`config.mk`:
```
export PLATFORM = sky130hd
export DESIGN_NAME = csr_exec_unit
export DESIGN_NICKNAME = d
export VERILOG_FILES = /design/src/rtl/csr_exec_pkg.sv /design/src/rtl/csr_decode.sv /design/src/rtl/csr_update.sv /design/src/rtl/csr_regfile.sv /design/src/rtl/csr_exec_unit.sv
export SDC_FILE = /design/constraint.sdc
export NUM_CORES = 1
export LEC_CHECK = 0
export ABC_AREA = 0
export BUFFER_PORTS_ARGS = -buffer_cell sky130_fd_sc_hd__buf_2
export CAP_MARGIN = 20
export CORE_MARGIN = 1
export CORE_UTILIZATION = 58
export CTS_CLUSTER_DIAMETER = 80
export DETAILED_ROUTE_END_ITERATION = 12
export PLACE_DENSITY = 0.8
export SYNTH_ARGS = -nofsm -noshare
export SYNTH_HDL_FRONTEND = slang
export SYNTH_SLANG_ARGS = --single-unit
```
`constraint.sdc`:
```
create_clock -name clk -period 3.2 [get_ports clk]
set_input_delay 0.8 -clock clk [delete_from_list [all_inputs] [get_ports clk]]
set_output_delay 0.8 -clock clk [all_outputs]
set_load 0.02 [all_outputs]
```
`src/rtl/csr_exec_pkg.sv`:
```
package csr_exec_pkg;
  localparam int XLEN = 32;
  localparam logic [6:0] SYSTEM_OPCODE = 7'b1110011;

  typedef enum logic [1:0] {
    ACC_NONE  = 2'b00,
    ACC_WRITE = 2'b01,
    ACC_SET   = 2'b10,
    ACC_CLEAR = 2'b11
  } acc_kind_e;

  typedef struct packed {
    logic        legal;
    acc_kind_e   kind;
    logic        use_imm;
    logic [4:0]  src;
    logic [4:0]  dst;
    logic [11:0] addr;
  } acc_dec_t;
endpackage

```
`src/rtl/csr_decode.sv`:
```
module csr_decode
  import csr_exec_pkg::*;
(
  input  logic [31:0] insn,
  output acc_dec_t    dec
);
  logic [2:0] f3;
  logic       op_hit;

  always_comb begin
    f3          = insn[14:12];
    op_hit      = (insn[6:0] == SYSTEM_OPCODE);
    dec.kind    = acc_kind_e'(f3[1:0]);
    dec.use_imm = f3[2];
    dec.legal   = op_hit && (f3[1:0] != 2'b00);
    dec.src     = insn[19:15];
    dec.dst     = insn[11:7];
    dec.addr    = insn[31:20];
  end
endmodule

```
`src/rtl/csr_update.sv`:
```
module csr_update
  import csr_exec_pkg::*;
#(
  parameter int W = 32
) (
  input  acc_kind_e    kind,
  input  logic         src_nz,
  input  logic [W-1:0] old_val,
  input  logic [W-1:0] operand,
  output logic [W-1:0] new_val,
  output logic         store
);
  always_comb begin
    unique case (kind)
      ACC_WRITE: begin new_val = operand;            store = 1'b1;   end
      ACC_SET:   begin new_val = old_val | operand;  store = src_nz; end
      ACC_CLEAR: begin new_val = old_val & ~operand; store = src_nz; end
      default:   begin new_val = old_val;            store = 1'b0;   end
    endcase
  end
endmodule

```
`src/rtl/csr_regfile.sv`:
```
module csr_regfile #(
  parameter int                   NUM_CSR   = 4,
  parameter int                   W         = 32,
  parameter logic [NUM_CSR*12-1:0] ADDR_LIST = '0
) (
  input  logic                 clk,
  input  logic                 rst_n,
  input  logic [11:0]          addr,
  input  logic                 wr_en,
  input  logic [W-1:0]         wr_data,
  output logic [W-1:0]         rd_val,
  output logic [NUM_CSR*W-1:0] state_flat
);
  logic [NUM_CSR-1:0] hit;
  logic [W-1:0]       regs [NUM_CSR];

  for (genvar g = 0; g < NUM_CSR; g++) begin : g_entry
    assign hit[g] = (addr == ADDR_LIST[g*12 +: 12]);
    assign state_flat[g*W +: W] = regs[g];
  end

  always_comb begin
    rd_val = '0;
    for (int i = 0; i < NUM_CSR; i++)
      if (hit[i]) rd_val = rd_val | regs[i];
  end

  always_ff @(posedge clk or negedge rst_n) begin
    if (!rst_n) begin
      for (int i = 0; i < NUM_CSR; i++) regs[i] <= '0;
    end else if (wr_en) begin
      for (int i = 0; i < NUM_CSR; i++)
        if (hit[i]) regs[i] <= wr_data;
    end
  end
endmodule

```
`src/rtl/csr_exec_unit.sv`:
```
module csr_exec_unit
  import csr_exec_pkg::*;
#(
  parameter int                    NUM_CSR   = 4,
  parameter logic [NUM_CSR*12-1:0] CSR_ADDRS = {12'h341, 12'h340, 12'h305, 12'h300}
) (
  input  logic        clk,
  input  logic        rst_n,
  input  logic        in_valid,
  input  logic [31:0] insn,
  input  logic [31:0] rs1_data,
  output logic        rd_we,
  output logic [4:0]  rd_idx,
  output logic [31:0] rd_data
);
  localparam int STATE_W = NUM_CSR * XLEN;

  acc_dec_t            dec;
  logic [XLEN-1:0]     old_val;
  logic [XLEN-1:0]     operand;
  logic [XLEN-1:0]     new_val;
  logic                store;
  logic                src_nz;
  logic [STATE_W-1:0]  csr_flat;

  csr_decode u_dec (.insn(insn), .dec(dec));

  assign src_nz  = (dec.src != 5'd0);
  assign operand = dec.use_imm ? {{(XLEN-5){1'b0}}, dec.src} : rs1_data;

  csr_update #(.W(XLEN)) u_upd (
    .kind    (dec.kind),
    .src_nz  (src_nz),
    .old_val (old_val),
    .operand (operand),
    .new_val (new_val),
    .store   (store)
  );

  csr_regfile #(.NUM_CSR(NUM_CSR), .W(XLEN), .ADDR_LIST(CSR_ADDRS)) u_file (
    .clk        (clk),
    .rst_n      (rst_n),
    .addr       (dec.addr),
    .wr_en      (in_valid && dec.legal && store),
    .wr_data    (new_val),
    .rd_val     (old_val),
    .state_flat (csr_flat)
  );

  assign rd_we   = in_valid && dec.legal && (dec.dst != 5'd0);
  assign rd_idx  = dec.dst;
  assign rd_data = old_val;
endmodule

```
Yosys cells after proc, flatten, opt, wreduce, memory -nomap -nowiden
Cells that the tools add are included.
{ "classes": {"eq_ne": 8, "n_mux": 7, "bitwise_logic": 6, "n_reduce_logical": 12} }
{ "op_table": {"columns": ["cell", "n"], "rows": [
  ["$mux 32", 5],
  ["$or 32x32->32", 4],
  ["$pmux 32 s3", 1],
  ["$eq 12x10->1 const B", 4],
  ["$and 32x32->32", 1],
  ["$not 32->32", 1],
  ["$reduce_bool 5->1", 2],
  ["$reduce_and 2->1", 4],
  ["$eq 7x7->1 const B", 1],
  ["$eq 2x2->1 const B", 2],
  ["$logic_and 1x1->1", 4],
  ["$eq 2x1->1 const B", 1],
  ["$pmux 1 s2", 1],
  ["$reduce_bool 2->1", 1],
  ["$reduce_or 2->1", 1]
]} }
{ "totals": {"register_bits": 128, "input_bits": 67, "out_inout_bits": 38, "elab_cells": 37} }

Longest topological paths before layout
{ "logic_depth": {"word_depth": 10, "mapped_depth": 8, "mapped_depth_nobuf": 5} }

Modules after synthesis
From an unflattened synthesis, not the netlist that was laid out.
{ "unflattened": {"cells_unflattened": 714, "area_unflattened_um2": 7913.8} }
{ "by_module_without_submodules": {"columns": ["module", "instances", "cells_each", "area_per_inst_um2", "seq_area_each_um2"], "rows": [
  ["csr_regfile", 1, 501, 6411.1, 3203.1],
  ["csr_update", 1, 143, 1012.2, 0.0],
  ["csr_exec_unit", 1, 41, 272.8, 0.0],
  ["csr_decode", 1, 29, 217.7, 0.0]
]} }

Worst setup path before layout
No wires, ideal clock.
{ "synth_path": {"path_kind": "input-to-output", "from": "input insn[30]", "to": "output rd_data[0]", "arrival_ns": 2.464, "t_required_ns": 2.400, "setup_slack_ns": -0.064, "path_stages": 7, "path_buffers": 3, "path_cell_list": "nor4_1 -> and2_1 -> or4b_1 -> buf_4 -> buf_6 -> buf_1 -> nor2_1"} }
{ "synth_between": {"elab_chain_len": 8, "elab_cells_between_ends": 11, "cone_classes": "eq/ne: 4; mux: 4; bitwise: 3"} }
{ "synth_lines": {"columns": ["item", "line_no", "rtl"], "rows": [
  ["start: declaration", "csr_exec_unit.sv:10", "input logic [31:0] insn,"],
  ["$eq 12x10->1", "csr_regfile.sv:18", "assign hit[g] = (addr == ADDR_LIST[g*12 +: 12]);"],
  ["$mux 32", "csr_regfile.sv:25", "if (hit[i]) rd_val = rd_val | regs[i];"],
  ["$or 32x32->32", "csr_regfile.sv:25", null],
  ["$mux 32", "csr_regfile.sv:25", null],
  ["$or 32x32->32", "csr_regfile.sv:25", null],
  ["$mux 32", "csr_regfile.sv:25", null],
  ["$or 32x32->32", "csr_regfile.sv:25", null],
  ["$mux 32 (*)", "csr_regfile.sv:25", null],
  ["end: declaration", "csr_exec_unit.sv:14", "output logic [31:0] rd_data"]
]} }
Every way passes the cells marked *; elsewhere a longest branch is shown, timed or not.

Final worst setup path
{ "layout_path": {"from": "input insn[27]", "to": "output rd_data[14]"} }
The elaborated chain is that of the path after synthesis.

==> impl_metrics.csv <==
group,metric,value,unit
outcome,outcome,"finished, violations left",
outcome,failed_checks,"negative setup slack",
detailed_routing,drt_first_pass_iters,4,
global_route,antenna_found_initial,0,
global_route,grt-ovfl-total,0,
cells_and_area,drive_above_1_share,53.8,%
logic_synthesis,synth_cells,595,
cells_and_area,syn_to_final_growth,27.9,%
clock_tree,clk_latency,0.42,ns
setup_path,worstSetupPathType,"input port to primary output",
timing,fin_worst_skew,0.00972,ns
detailed_routing,avgRoutedWirePerCell,22.4,um
setup_path,crit_required,2.40,ns
logic_synthesis,synthDistinctLibCells,41,
detailed_routing,avgViaCountPerCell,5.96,
clock_tree,clk_pin_slew,0.06,ns
timing,max_freq,0.306,GHz
logic_synthesis,async_flop_share,100,%
die,die_w,116,um
setup_path,critPathCaptureType,"primary output",
timing,tightestPinTransition,1.13,ns
logic_synthesis,ys_warn_count,0,
cells_and_area,largest_register_ffs,128,
logic_synthesis,ys.flop_type,"dfrtp_1",
die,io_pins,105,
logic_synthesis,synth_area,7520,um^2
detailed_routing,drtIter0Drc,339,
run,cap_violations,0,
timing,tns,-0.637,ns
die,start_util,59.6,%
timing,drv_slew,0,
global_route,met2_usage,51.8,%
setup_path,cp-start-kind,"input port",
placement,port_buffers,104,
timing,rsz0062_at_grt,"true",
die,rows,41,
setup_path,arrival,2.47,ns
setup_path,worst-path-max-fanout,7,
placement,pre_cts_ws,-0.307,ns
timing,fin_ws,-0.0688,ns
power_and_ir_drop,irDropWorstVdd,0.398,mV
setup_path,r2r_cells,5,
clock_tree,cts_root_buf,"clkbuf_16",
clock_tree,cts_hold_buf,0,
global_route,grt_pass1_wl,29500,um
logic_synthesis,synth_seq_area_share,42.6,%
setup_path,worst-path-stages,7,
timing,max-slew-margin-rel,24.5,%
detailed_routing,vias,5321,
setup_path,cpMaxStageDelayCell,"or4b_4",
cells_and_area,fin_nets,776,
setup_path,path_cells,"buf_6 -> nor4_4 -> and2_4 -> or4b_4 -> clkbuf_16 -> nor2_1 -> buf_4",
die,core_area,12600,um^2
global_route,grt_use_total,29.5,%
timing,hold_viol,0,
setup_path,r2r-start,"u_file.state_flat[93]",
logic_synthesis,synth_edf_count,0,
power_and_ir_drop,p_leak,0.00432,uW
setup_path,cp_slowest_stage_delay,0.60,ns
setup_path,critical_path.startpoint,"insn[27]",
logic_synthesis,ys_seq_elements,128,
global_route,top_usage_layer,"met2",
clock_tree,cts_tree,"built",
detailed_routing,drcViolationCount,0,
logic_synthesis,synth_fp_nets,662,
global_route,use_met1,37.4,%
clock_tree,h-tree-depth,4,
cells_and_area,diodes,0,
detailed_routing,antenna_left,0,
placement,dp_hpwl,11100,um
timing,fin_crit_sh,102,%
global_route,met3_usage,5.65,%
power_and_ir_drop,powerDensity,417,nW/um^2
timing,period_needed,3.27,ns
detailed_routing,totalWireLength,20000,um
clock_tree,numCtsBuffers,17,
setup_path,crit_family,"simple AND/OR/NAND/NOR gates",
clock_tree,clockBufferDepth,2,
placement,place_congestion,0.769,
global_route,grt_max_degree,68,
die,die-area,13400,um^2
timing,finalSetupViolations,22,
clock_tree,cts_sinks,128,
worst_hold_path,hold_path.class,"input port to async pin",
global_route,grt_pass1_vias,5511,
setup_path,path_buf_inv,3,
die,dieHeight,116,um
logic_synthesis,syn_avg_cell_area,12.6,um^2
cells in the mapped netlist, types with 3 or more instances:
cell type    n  area, um^2
buf_4        7        52.6
o31ai_4     25         532
a221oi_1     6        52.6
clkbuf_1    24        90.1
o31ai_1      6        45.0
dfrtp_1    128        3200
a21boi_0    27         203
mux2i_1     32         320
mux2_2      89        1000
nor2_1      67         251
nand2b_1    57         357
buf_1        3        11.3
a221oi_2    25         375
nand2_1      7        26.3
mux2_4      30         450
buf_12       3        60.1
o21a_1       5        37.5
mux2_1      14         158
buf_2       12        60.1
worst register-to-register path, cell delays in order, from the launching register on:
cell and delay, ns:
dfrtp_1 0.41, mux2i_1 0.19, nor2_1 0.07, a221oi_1 0.56, o31ai_1 0.28, mux2_2 0.34
final timing paths:
path,to,slack [ns]
min,u_file.state_flat[57],0.29
max,rd_data[14],-0.07
min in group clk,u_file.state_flat[92],0.49
max reg2reg,u_file.state_flat[93],1.25
max in group asynchronous,u_file.state_flat[100],2.08
min reg2reg,u_file.state_flat[92],0.49
metal layers:
metal | part of all wire (%) | vias to the layer above
li1 | - | 2378
met1 | 40 | 2722
met2 | 53 | 184
met3 | 5.1 | 37
met4 | 2.5 | 0
met5 | 0 | -
placed cells by master, fill, tap and decap left out, drive strengths merged, types with 4 or more instances in the layout:
cell type	netlist	routed
mux2i	32	32
a21boi	27	27
o31ai	32	32
nor2	67	67
nand2	7	7
a221oi	31	31
bufinv	0	4
buf	29	144
mux2	133	133
dfrtp	128	128
clkinv	0	5
o21a	5	5
nand2b	57	57
clkbuf	24	24
cell type report:
type                    count  area [um^2]
flip-flops and latches    128         3200
multi-input cells         413         4320
fillers                   752         3010
inverters                   1         3.75
repair buffers            148         1250
well taps                 172          215
clock buffers              21          460
clock inverters            10          160
power breakdown:
| group | switching [uW] | internal [uW] | total, uW |
|---|---|---|---|
| sequential | 0.0140 | 1620 | 1620 |
| clock | 708 | 1340 | 2050 |
| combinational | 217 | 128 | 345 |
| total | 925 | 3090 | 4010 |
timing repair:
item	4_1_cts	5_1_grt
endpoints found under the setup margin	32	32
gates cloned	2	3
hold endpoints to repair	0	0
gates resized for setup	47	84
buffers inserted	3	1
pin swaps	1	29
metrics by stage:
stage                     area, um^2  hold slack, ns  power, uW  util [%]  cells
after detailed placement        8320           0.482       1980      66.0    852
after CTS                       9150           0.291       4010      72.5    888
final                           9610           0.287       4010      76.2    893
after global placement          8320           0.473       1970      66.0    852
after floorplan                 7520           0.464       1830         -    595
after global routing            9610           0.299       4140      76.2    893
cells by family after synthesis:
group                     share of synthesized area [%]
AOI/OAI and AO/OA                                  17.1
xor gates and xnor gates                          0.117
buffers and inverters                              4.39
DFF                                                42.6
muxes                                              25.7
and+or+nand+nor                                    10.1
(Power assumes the default switching activity.)
